[config.mk]
export PLATFORM = sky130hd
export DESIGN_NAME = irq_cause_agg
export DESIGN_NICKNAME = d
export VERILOG_FILES = /design/src/rtl/irq_agg_pkg.sv /design/src/rtl/cause_group.sv /design/src/rtl/irq_summary.sv /design/src/rtl/irq_cause_agg.sv
export SDC_FILE = /design/constraint.sdc
export NUM_CORES = 1
export LEC_CHECK = 0
export ABC_AREA = 0
export BUFFER_PORTS_ARGS = -buffer_cell sky130_fd_sc_hd__buf_2
export CORE_ASPECT_RATIO = 1.25
export CORE_MARGIN = 2
export CORE_UTILIZATION = 55
export DETAILED_ROUTE_END_ITERATION = 7
export HOLD_SLACK_MARGIN = 0.1
export PLACE_DENSITY = 0.83
export SYNTH_ARGS = -nofsm -noshare
export SYNTH_HDL_FRONTEND = slang
export SYNTH_SLANG_ARGS = --single-unit
[constraint.sdc]
create_clock -name clk -period 3.4 [get_ports clk]
set_input_delay 0.68 -clock clk [delete_from_list [all_inputs] [get_ports clk]]
set_output_delay 0.68 -clock clk [all_outputs]
set_load 0.02 [all_outputs]
[src/rtl/irq_agg_pkg.sv]
// Shared constants for the interrupt cause aggregator.
// Assumes word-indexed register access; group count is fixed by the map layout.
package irq_agg_pkg;
    localparam int NUM_GRP  = 3;
    localparam int DATA_W   = 32;
    localparam int ADDR_W   = 5;
    localparam int SUM_GRP  = 3;   // group field value that selects summary regs

    typedef enum logic [2:0] {
        OFS_CAUSE  = 3'd0,
        OFS_MSET   = 3'd1,
        OFS_MCLR   = 3'd2,
        OFS_MVAL   = 3'd3,
        OFS_MCAUSE = 3'd4,
        OFS_MODE   = 3'd5
    } grp_ofs_e;

    localparam logic [2:0] OFS_SUM    = 3'd0;
    localparam logic [2:0] OFS_SWMASK = 3'd1;
endpackage

[src/rtl/cause_group.sv]
// One cause group: sticky cause bits, per-bit mask, selectable clear mode.
// Assumes at most one of the access strobes is high per cycle.
module cause_group #(
    parameter int W = 32
) (
    input  logic         clk,
    input  logic         rst_n,
    input  logic [W-1:0] ev_i,
    input  logic         cause_rd_i,
    input  logic         cause_wr_i,
    input  logic         mset_wr_i,
    input  logic         mclr_wr_i,
    input  logic         mode_wr_i,
    input  logic [W-1:0] wdata_i,
    output logic [W-1:0] cause_o,
    output logic [W-1:0] mask_o,
    output logic         cor_o,
    output logic         pend_o
);
    logic [W-1:0] cause_q, mask_q, clr;
    logic         cor_q;

    // Bits to clear this cycle, chosen by the active clear mode.
    always_comb begin
        clr = '0;
        if (cor_q && cause_rd_i)       clr = cause_q;
        else if (!cor_q && cause_wr_i) clr = wdata_i;
    end

    // Cause register: clear first, then events (events win).
    always_ff @(posedge clk) begin
        if (!rst_n) cause_q <= '0;
        else        cause_q <= (cause_q & ~clr) | ev_i;
    end

    // Mask register driven by separate set and clear strobes.
    always_ff @(posedge clk) begin
        if (!rst_n)         mask_q <= '1;
        else if (mset_wr_i) mask_q <= mask_q | wdata_i;
        else if (mclr_wr_i) mask_q <= mask_q & ~wdata_i;
    end

    // Clear mode: all ones selects clear-on-read.
    always_ff @(posedge clk) begin
        if (!rst_n)         cor_q <= 1'b0;
        else if (mode_wr_i) cor_q <= &wdata_i;
    end

    assign cause_o = cause_q;
    assign mask_o  = mask_q;
    assign cor_o   = cor_q;
    assign pend_o  = |(cause_q & ~mask_q);

    p_event_sets_r2: assert property (@(posedge clk) disable iff (!rst_n)
        (ev_i != '0) |=> ((cause_q & $past(ev_i)) == $past(ev_i)));
    p_w1c_clears_r3: assert property (@(posedge clk) disable iff (!rst_n)
        (!cor_q && cause_wr_i && ev_i == '0) |=> ((cause_q & $past(wdata_i)) == '0));
    p_cor_empties_r4: assert property (@(posedge clk) disable iff (!rst_n)
        (cor_q && cause_rd_i && ev_i == '0) |=> (cause_q == '0));
    p_mask_set_r6: assert property (@(posedge clk) disable iff (!rst_n)
        mset_wr_i |=> ((mask_q & $past(wdata_i)) == $past(wdata_i)));
    p_mask_clr_r6: assert property (@(posedge clk) disable iff (!rst_n)
        (mclr_wr_i && !mset_wr_i) |=> ((mask_q & $past(wdata_i)) == '0));
endmodule

[src/rtl/irq_summary.sv]
// Summary word: one latched bit per group, cleared on read, gated by a software mask.
// Assumes pend_i is the per-group "unmasked cause present" indication.
module irq_summary #(
    parameter int NG = 3,
    parameter int W  = 32
) (
    input  logic          clk,
    input  logic          rst_n,
    input  logic [NG-1:0] pend_i,
    input  logic          sum_rd_i,
    input  logic          sw_wr_i,
    input  logic [W-1:0]  wdata_i,
    output logic [NG-1:0] sum_o,
    output logic [W-1:0]  swmask_o,
    output logic          irq_o
);
    logic [NG-1:0] sum_q;
    logic [W-1:0]  sw_q;

    // Summary bits latch pending groups; a read clears, pending re-sets.
    always_ff @(posedge clk) begin
        if (!rst_n)        sum_q <= '0;
        else if (sum_rd_i) sum_q <= pend_i;
        else               sum_q <= sum_q | pend_i;
    end

    // Software mask over the summary word.
    always_ff @(posedge clk) begin
        if (!rst_n)       sw_q <= '1;
        else if (sw_wr_i) sw_q <= wdata_i;
    end

    assign sum_o    = sum_q;
    assign swmask_o = sw_q;
    assign irq_o    = |(sum_q & ~sw_q[NG-1:0]);

    p_pend_latches_r8: assert property (@(posedge clk) disable iff (!rst_n)
        (pend_i != '0) |=> ((sum_q & $past(pend_i)) == $past(pend_i)));
    p_irq_follows_r10: assert property (@(posedge clk) disable iff (!rst_n)
        ((pend_i & ~sw_q[NG-1:0]) != '0 && !sw_wr_i) |=> irq_o);
    p_read_clears_r9: assert property (@(posedge clk) disable iff (!rst_n)
        (sum_rd_i && pend_i == '0) |=> (sum_q == '0));
endmodule

[src/rtl/irq_cause_agg.sv]
// Top: address decode, three cause groups, summary word and host interrupt.
// Assumes word-indexed accesses with one strobe (read or write) per cycle.
module irq_cause_agg
    import irq_agg_pkg::*;
(
    input  logic                      clk,
    input  logic                      rst_n,
    input  logic [NUM_GRP*DATA_W-1:0] ev_i,
    input  logic                      wr_en_i,
    input  logic                      rd_en_i,
    input  logic [ADDR_W-1:0]         addr_i,
    input  logic [DATA_W-1:0]         wdata_i,
    output logic [DATA_W-1:0]         rdata_o,
    output logic                      irq_o
);
    localparam int GSEL_W = ADDR_W - 3;

    logic [GSEL_W-1:0] gsel;
    logic [2:0]        ofs;
    logic [DATA_W-1:0] cause  [NUM_GRP];
    logic [DATA_W-1:0] mask   [NUM_GRP];
    logic [NUM_GRP-1:0] cor, pend, sum;
    logic [DATA_W-1:0] swmask;
    logic              sum_sel;

    assign gsel    = addr_i[ADDR_W-1:3];
    assign ofs     = addr_i[2:0];
    assign sum_sel = (gsel == GSEL_W'(SUM_GRP));

    for (genvar g = 0; g < NUM_GRP; g++) begin : g_grp
        logic hit;
        assign hit = (gsel == GSEL_W'(g));
        cause_group #(.W(DATA_W)) u_grp (
            .clk        (clk),
            .rst_n      (rst_n),
            .ev_i       (ev_i[g*DATA_W +: DATA_W]),
            .cause_rd_i (rd_en_i && hit && ofs == OFS_CAUSE),
            .cause_wr_i (wr_en_i && hit && ofs == OFS_CAUSE),
            .mset_wr_i  (wr_en_i && hit && ofs == OFS_MSET),
            .mclr_wr_i  (wr_en_i && hit && ofs == OFS_MCLR),
            .mode_wr_i  (wr_en_i && hit && ofs == OFS_MODE),
            .wdata_i    (wdata_i),
            .cause_o    (cause[g]),
            .mask_o     (mask[g]),
            .cor_o      (cor[g]),
            .pend_o     (pend[g])
        );
    end

    irq_summary #(.NG(NUM_GRP), .W(DATA_W)) u_sum (
        .clk      (clk),
        .rst_n    (rst_n),
        .pend_i   (pend),
        .sum_rd_i (rd_en_i && sum_sel && ofs == OFS_SUM),
        .sw_wr_i  (wr_en_i && sum_sel && ofs == OFS_SWMASK),
        .wdata_i  (wdata_i),
        .sum_o    (sum),
        .swmask_o (swmask),
        .irq_o    (irq_o)
    );

    // Read mux: group registers, then summary registers; others read zero.
    always_comb begin
        rdata_o = '0;
        if (sum_sel) begin
            if (ofs == OFS_SUM)         rdata_o = DATA_W'(sum);
            else if (ofs == OFS_SWMASK) rdata_o = swmask;
        end else begin
            for (int g = 0; g < NUM_GRP; g++) begin
                if (gsel == GSEL_W'(g)) begin
                    case (ofs)
                        OFS_CAUSE:  rdata_o = cause[g];
                        OFS_MVAL:   rdata_o = mask[g];
                        OFS_MCAUSE: rdata_o = cause[g] & ~mask[g];
                        OFS_MODE:   rdata_o = {DATA_W{cor[g]}};
                        default:    rdata_o = '0;
                    endcase
                end
            end
        end
    end

    p_one_strobe_r12: assert property (@(posedge clk) disable iff (!rst_n)
        !(wr_en_i && rd_en_i));
    p_reset_quiet_r1: assert property (@(posedge clk)
        !rst_n |=> !irq_o);
endmodule

; Word level (Yosys, flattened, before mapping)
; Cells that the tools add are included.
[classes]
n_mux = 22
reduce_logical = 44
bitwise_logic = 25
eq_ne = 8
[op_table]
columns = operator, n
row1 = 32-bit 2-to-1 mux, 18
row2 = 32-bit one-hot mux with 4 select lines, 3
row3 = 32-bit AND, 9
row4 = 32-bit inverter, 7
row5 = 32-bit bitwise OR, 6
row6 = 32-bit OR reduction, 3
row7 = 32-bit AND reduction, 1
row8 = 1-bit logical AND, 31
row9 = "3-bit by 2-bit equality test with 1-bit output, second input constant", 2
row10 = "3-bit equality test, second input constant", 2
row11 = 2-bit nonzero test, 3
row12 = "2-bit equality test, second input constant", 2
row13 = 3-bit AND, 1
row14 = "3-bit by 1-bit equality test with 1-bit output, second input constant", 1
row15 = 1-bit zero test, 3
row16 = 3-bit zero test, 1
row17 = 3-bit 2-to-1 mux, 1
row18 = 3-bit inverter, 1
row19 = 3-bit bitwise OR, 1
row20 = 3-bit OR reduction, 1
row21 = "2-bit by 1-bit equality test with 1-bit output, second input constant", 1
row22 = 2-bit zero test, 1
[totals]
reg_bits = 230
out_inout_bits = 33
word_cells = 110
input_bits = 137

; Longest topological paths before layout
; Gate-level depths: netlist of run 1.
[logic_depth]
ltp_word = 9
depth_mapped = 8
ltp_nobuf = 5

; By module
; From an unflattened synthesis of run 1, not the netlist that was laid out.
[hier_totals]
hier_cells = 1894
area_unflattened_um2 = 13496.7
[modules_own_cells]
columns = mod, area_per_inst_um2, cells_per_inst, instances, seq_area_each_um2
row1 = cause_group, 2788.9, 377, 3, 1301.2
row2 = irq_cause_agg, 3849.9, 646, 1, 0.0
row3 = irq_summary, 1280.0, 117, 1, 700.7

; Worst setup path before layout of run 1
; OpenSTA, ideal clock, no wires.
[synth_timing]
path_type = input port to output port
startpoint = input port addr_i[1]
endpoint = output port rdata_o[2]
path_buffers = 3
cell_stages = 6
arrival_ns = 2.036
t_required_ns = 2.720
path_slack_ns = 0.684
cell_sequence = buf_2 nor2_2 buf_2 clkbuf_1 a31oi_1 o211ai_1
[synth_via]
elab_chain_len = 6
elab_cells_between_ends = 14
cone_classes = eq/ne (4) / mux (9) / reduce/logical (1)
[synth_lines]
columns = element, line
row1 = from (decl), irq_cause_agg.sv:11  ; input logic [ADDR_W-1:0] addr_i,
row2 = 3-bit equality test (tied with other cells), irq_cause_agg.sv:71  ; case (ofs)
row3 = 32-bit one-hot mux with 4 select lines, irq_cause_agg.sv:71
row4 = 32-bit 2-to-1 mux (3 in series), irq_cause_agg.sv:70  ; if (gsel == GSEL_W'(g)) begin
row5 = 32-bit 2-to-1 mux (*), irq_cause_agg.sv:65  ; if (sum_sel) begin
row6 = to (decl), irq_cause_agg.sv:13  ; output logic [DATA_W-1:0] rdata_o,
; Every way passes the cells marked *; elsewhere a longest branch is shown, timed or not.

; Worst setup path in the final report of run 1
[layout_timing]
startpoint = input port addr_i[0]
endpoint = output port rdata_o[24]
; The elaborated chain is that of the path after synthesis.

==> summary by stage, run 1 <==
Timing
Setup repair after global routing left no endpoint under its margin. The total count of hold-check failures in the final report is 0. The final-report setup violation count is 0. For the pin with the worst max-slew slack, the measured transition is between 900 and 1000 ps. The maximum operating frequency is around 300 MHz. The final clock skew is slightly above 20 ps. The worst pin sits at a relative slew slack of 0.3838. The number of pins exceeding their max-slew limit in the final report was 0.

The shortest period the worst path allows is between 3000 and 4000 ps. Setup total negative slack on the finished layout was measured at 0 ps. The post-route fraction of the period consumed by the critical path is 0.9704.

Job
The number of maximum-capacitance constraint violations is 0.

Synth
By area the synthesized netlist is led by dfxtp_1, nand2_1, a221o_1. Counting distinct cell types in the post-synthesis netlist gives between 40 and 50. Synthesis produced a netlist whose cell count is 1557.

Of all cell types, the one taking the most synthesized area is dfxtp_1. The synthesized flop and latch total is 230. The sequential share of the synthesized area is 0.3774. The area share of the leading cell type in the synthesized netlist is 0.3774.

The area of the mapped netlist is roughly 12000 sq um. Yosys printed 0 warnings. The net count of the mapped netlist is 1694. The mean cell area of the mapped netlist is around 7.8 sq um.

Clock network
CTS built an H-tree with a depth of 1. No sink is reached through more buffers than the 3 on the longest clock path. Post-CTS repair changed the size of 0 cells. For the worst-skew pair, the clock arrives at the later sink with an insertion delay of ~540 ps. The clock buffer count from CTS is 24. Once the clock tree was built, the setup fixing pass inserted 0 buffers. CTS saw between 200 and 250 sinks.

TritonCTS built the clock tree. Hold repair after CTS inserted 0 buffers. The clock input transition at the sequential cells of the worst setup and hold paths is around 70 ps.

The clock tree root driver cell is clkbuf_16.

GRT
The number of global-route vias before repair is roughly 12000. The maximum number of pins on one net before global-route repair is approximately 80. Across every metal layer, demand over resource in global routing totals 0.4304. For this run, global-route usage on met1 was measured as 0.5392. In the global route stage, met2 resource usage came out at 0.6643. The met3 global-route usage is 0.08356. Summed over all layers, the global routing overflow is 0. The wire length of the first global-routing pass is approximately 75000 microns.

The highest-utilization routing layer at the global route stage is met2. The number of antenna violations at the first check in global routing is 0.

Detailed routing
For this run, the detailed router's first-pass iteration total came to 7. The number of remaining DRC errors is 0. The routed via count divided by cell count is 6.848. The remaining number of nets flagged by the antenna check after routing is 0. The number of DRC markers after the initial detailed-route iteration is ~2100. The total routed wirelength is roughly 50000 microns. The mean routed wirelength per cell is between 20 and 30 microns. The total via count in the routed design is 13334.

Power and ir drop
The share of total power consumed by net switching is 0.2756. Internal power comes to a little under 5 mW. In this run the static leakage power is between 6 and 7 nW.

The total power is between 6 and 7 mW. The share of total power dissipated in the clock network is 0.430. For this design the ratio of total power to cell area is 484.5 nW/um^2.

The maximum resistive drop on vdd is ~410 uV. The share of total power in sequential cells is 0.438. The logic gate share of total power is 0.131.

Summed over all nets, the switching power comes to 1.847 mW.

Floorplanning
The floorplan step set the die height to between 150 and 200 microns. The initialized floorplan defines 60 standard-cell rows. The count of pins on the block boundary is 170. The placeable core region is roughly 22000 sq um.

The floorplan step defined a die boundary enclosing ~23000 sq um. The initial core utilization is 0.5642. The horizontal die dimension is 137.2 microns.

Final layout
The share of cells above drive strength 1 is 0.1697. The number of antenna diodes in the final layout is 0. In the layout the commonest cells are nand2_1, dfxtp_1, buf_2. The most frequent standard cell in the layout excluding fill and tap cells is nand2_1.

Counting the fill cells in the layout gives ~1900. The final layout contains approximately 1800 nets. The multi-input combinational cells in the finished layout cover a total of 6250 sq um. The area added between synthesis and finish is 13.40%.

The area used by sequential logic in the layout is 4604 sq um.

Setup path
The worst-case reg-to-reg path depth is 4. The worst setup path is launched from a primary input. STA classifies the critical path endpoint as an output port.

The critical path is of the primary input to output port type. In this run the worst path has a maximum fanout of 28. The signal arrival time at the worst endpoint is roughly 2600 ps. For the worst setup path, the data required time is about 2700 ps.

Hold path
Counting instances, the worst hold path has a depth of 3. The worst hold-check path type is primary input to flop.

Status
The flow ran to the end, and the final reports show no timing, DRC or antenna violations.

Placed design
Port buffering added between 150 and 200 buffers. Routability-driven placement finished with a final weighted congestion of slightly above 1. The total half-perimeter wirelength after legalization and detailed placement is between 30000 and 40000 microns.
==> through the flow <==
stage	instances	utilization	setup WS, ps	hold slack [ps]	instance area, sq um
after floorplan	1557	-	683.6	440.9	12200
after global placement	1905	0.6004	225.0	451.5	12980
after detailed placement	1905	0.6004	224.2	456.3	12980
after CTS	1947	0.6398	205.0	342.9	13830
after global routing	1947	0.6398	120.1	353.6	13830
final	1947	0.6398	100.7	338.8	13830
==> path summary, 6_finish.rpt <==
check	from	endpoint	slack (ps)
max	addr_i[0]	rdata_o[24]	100
min	ev_i[47]	g_grp[1].u_grp.cause_o[15]	340
max reg2reg	flop	u_sum.sum_o[1]	1750
min reg2reg	u_sum.swmask_o[4]	u_sum.swmask_o[4]	470
==> cell usage after synthesis, drive strengths merged <==
cell,number
a21o,51
o22ai,67
a211o,19
inv,101
nand3,37
nor3,3
or2,1
and2,1
a2bb2oi,8
nor4,16
a32oi,87
o211ai,1
a22o,12
nor2,125
and4,3
nor4b,1
nand2,363
o22a,1
or4b,1
a21oi,17
nand2b,3
and3b,4
a211oi,2
clkbuf,69
a22oi,11
a31oi,108
and3,1
a221o,98
or3,3
dfxtp,230
o21ai,4
nor2b,7
nand4,8
o221ai,1
buf,92
xnor2,1
==> power by group through the flow <==
stage / Combinational [mW] / Clock, mW / Sequential, mW
floorplan: 0.554 / 0 / 2.92
global route: 0.929 / 2.98 / 2.94
CTS: 0.851 / 2.87 / 2.93
finish: 0.881 / 2.88 / 2.94
global placement: 0.833 / 0 / 2.99
detailed placement: 0.846 / 0 / 2.99
==> worst max-delay path, stage by stage <==
cell and delay (ps):
buf_2 220, buf_12 230, and3_1 410, a31oi_1 80
a2bb2oi_1 140, o22ai_1 480, a211o_1 200, buf_2 160
==> cell families after synthesis <==
| kind of cell | Yosys count | synth area share |
|---|---|---|
| buf+inv | 262 | 0.1125 |
| compound gates | 487 | 0.3107 |
| simple gates | 577 | 0.1987 |
| xor+xnor | 1 | 0.0007181 |
| flops | 230 | 0.3774 |
==> metal layers <==
layer	vias up	routed length [microns]
met3	238	6005
li1	5853	-
met4	0	4239
met2	1091	22500
met1	6152	18390
met5	-	0
==> layout make-up <==
class,count,share of cell area
flip-flops and latches,230,0.3329
well taps,279,0.02524
inverters,101,0.02777
multi-input cells,1065,0.4518
clock inverters,7,0.01085
repair buffers,230,0.1008
clock buffers,35,0.05074
No activity file was read; power rests on OpenSTA's default activity.
==> run 2: changes to the inputs <==
==> constraint.sdc (replaced) <==
create_clock -name clk -period 3.19 [get_ports clk]
set_input_delay 0.638 -clock clk [delete_from_list [all_inputs] [get_ports clk]]
set_output_delay 0.638 -clock clk [all_outputs]
set_load 0.05 [all_outputs]
==> summary by stage, run 2 (synthesized netlist as in run 1, its figures left out) <==
Final layout
Leaving out fill and tap cells, the most frequent cell in the layout is nand2_1. Leaving out fill and tap cells, the most frequent cells in the layout are nand2_1, dfxtp_1, buf_2. The number of nets at the end of the flow is 1798 (+0.50%). The number of diodes is 0 (unchanged). The area of all placed cells without fillers is 14030 sq um (+1.4%).

The number of inserted filler cells in the final layout is 1887 (-1.3%). The area used by sequential logic in the layout is 4604 sq um (unchanged). The share of cells above drive strength 1 came to 0.1827 (+0.01307).

The area growth from synthesis to layout is 15.03%. The area occupied by multi-input gates came to 6279 sq um (+0.46%).

Setup path
The worst-case reg-to-reg path depth came to 4 (unchanged). The worst setup path is launched from a flop. The maximum fanout along the worst path is 7 (-75%). The worst setup slack for register-to-register paths is 1540 ps (-210 ps). The signal on the critical path passes through and3b_2, buf_4, a21o_1, a32oi_1, o22ai_1, a211o_1, buf_2. The signal arrival time at the worst endpoint is 2530 ps (-90 ps). The critical path class is flop to output port. The cell family contributing the most delay on the critical path is compound AO/OA/AOI/OAI gates.

In this run the critical register-to-register path is captured at u_sum.sum_o[2]. The endpoint required time on the critical path was 2550 ps (-170 ps). The critical-path cell with the highest stage delay is dfxtp_1. The launching instance or port of the critical path is g_grp[2].u_grp.cor_o.

The most critical setup path has its endpoint at rdata_o[21]. The number of cells on the critical path was 7 (-1). The delay of the slowest critical-path stage was 380 ps (-100 ps). The count of buffering cells on the critical path with inverters included is 2 (-1). STA classifies the critical path endpoint as an output port.

Timing
The total count of hold-check failures in the final report came to 0 (unchanged). The number of pins exceeding their max-slew limit in the final report is 0 (unchanged). The summed negative setup slack over all endpoints came to 0 ps (unchanged).

The transition time of the tightest slew-check pin is 683.9 ps (-232.0 ps). The post-route fraction of the period consumed by the critical path is 0.9933. Setup repair after global routing left no endpoint under its margin. The relative max-transition margin was 0.5398 (+0.1561).

The final-report setup violation count was 0 (unchanged). The final clock skew is 15.62 ps (-5.154 ps). For this run, the top clock speed supported by timing is 315.6 MHz. The routed design could run at a clock period as short as ~3200 ps.

GRT
The total global routing overflow was 0 (unchanged). The number of global-route vias before repair came to 12160 (-0.93%). The maximum number of pins on one net before global-route repair is 72 (-12%). The total routing usage reported by global routing is 0.4284 (-0.001992).

The wire length of the first global-routing pass is 75110 microns (-0.52%). The number of antenna violations at the first check in global routing came to 0 (unchanged).

Floorplanning
The standard-cell row count was 60 (unchanged). The horizontal die dimension is 137.2 microns (unchanged). The placeable core region is 21620 sq um (unchanged). The vertical die dimension is 170.5 microns (unchanged).

The floorplan die area was 23390 sq um (unchanged). The initial core utilization is 0.5642 (unchanged). The count of pins on the block boundary came to 170 (unchanged).

Placed design
The total half-perimeter wirelength after legalization and detailed placement was 35370 microns (+1.2%). The count of input and output buffers is 169 (unchanged). The routability-driven placement congestion ratio came to 0.9833 (-3.2%).

The standard cell area after detailed placement is 13040 sq um (+0.46%).

Status
The run finished with clean final reports.

Power and ir drop
The share of total power consumed by net switching is 0.2783 (+0.002676). The switching power summed over all nets is 2.096 mW (+13%). The portion of total power attributed to the clock network came to 0.450 (+0.020). The ratio of total power to cell area came to 536.7 nW/um^2 (+11%). The static power due to leakage came to 6.150 nW (+1.6%). The logic gate share of total power is 0.134 (+0.003).

The maximum resistive drop on vdd is 554.3 uV (+34%). The share of total power in sequential cells is 0.415 (-0.023). The total internal power is 5.435 mW (+12%).

Hold path
The startpoint of the tightest hold check path is ev_i[76]. The worst hold path belongs to the class primary input to flop.

Clock network
The root buffer cell chosen for the clock tree is clkbuf_16. The number of instances resized during post-cts repair is 1 (+1). The number of buffers inserted by hold repair at cts is 0 (unchanged). The maximum clock path buffer count came to 3 (unchanged). The clock tree from TritonCTS is yes. The later-pin clock latency in the skew report is 560 ps (+20 ps). The clock input transition at the sequential cells of the worst setup and hold paths is 70 ps (about the same). The clock buffer count from CTS is 25 (+4.2%). The number of H-tree levels is 1 (unchanged). The number of sinks handled by clock tree synthesis is 230 (unchanged). The number of buffers added for setup after CTS is 0 (unchanged).

Detailed routing
The number of DRC markers after the initial detailed-route iteration was 1870 (-8.9%). The remaining number of nets flagged by the antenna check after routing is 0 (unchanged). The number of detailed-routing iterations run before antenna repair is 6 (-1). The mean routed wirelength per cell is 26.03 microns (-0.87%). The routed via count divided by cell count is 6.839 (-0.14%). The total routed wirelength came to 51000 microns (-0.26%). The number of remaining DRC errors is 0 (unchanged). The total via count in the routed design came to 13397 (+0.47%).

Job
The number of maximum-capacitance constraint violations is 0 (unchanged).
==> run 2: cell type report <==
cell class | count | area share
Multi-Input combinational cell | 1065 | 0.4474
Sequential cell | 230 | 0.3281
Timing Repair Buffer | 238 | 0.1038
Clock buffer | 30 | 0.04877
Inverter | 101 | 0.02737
Tap cell | 279 | 0.02488
Clock inverter | 16 | 0.01962
==> run 2: power groups by stage <==
stage | logic [mW] | clock network [mW] | registers, mW
2_1_floorplan | 0.656 | 0 | 3.11
3_3_place_gp | 0.958 | 0 | 3.18
3_5_place_dp | 0.971 | 0 | 3.18
4_1_cts | 0.979 | 3.38 | 3.12
5_1_grt | 1.07 | 3.49 | 3.13
6_report | 1.01 | 3.39 | 3.13
==> run 2: per-layer routing <==
metal | share of wire | global-route usage
met5 | 0 | 0
met4 | 0.076 | 0.2680
met3 | 0.11 | 0.07556
met2 | 0.44 | 0.6554
met1 | 0.37 | 0.5571
==> run 2: how the worst min path moves through the flow <==
stage,endpoint,cells after the start
final,g_grp[2].u_grp.cause_o[12],3
after global routing,g_grp[1].u_grp.cause_o[22],3
after CTS,g_grp[2].u_grp.cause_o[12],3
after detailed placement,u_sum.swmask_o[3],2
after global placement,u_sum.swmask_o[19],2
after floorplan,u_sum.swmask_o[11],2
==> run 2: worst reg2reg max path, stage by stage (launching register included) <==
cell and delay (ps):
dfxtp_1 410, o22ai_1 120, nor4_1 610, and4_1 290, a21oi_1 70
==> run 2: through the flow <==
step	total power [mW]	hold slack, ps	instances	setup slack [ps]	utilization
final	7.531	286.3	1959	21.28	0.6490
after global routing	7.694	296.0	1959	1.162	0.6490
after CTS	7.482	284.0	1959	12.68	0.6478
after detailed placement	4.153	457.2	1913	-3.497	0.6032
after global placement	4.139	450.0	1913	25.75	0.6032
after floorplan	3.769	440.9	1557	149.0	-
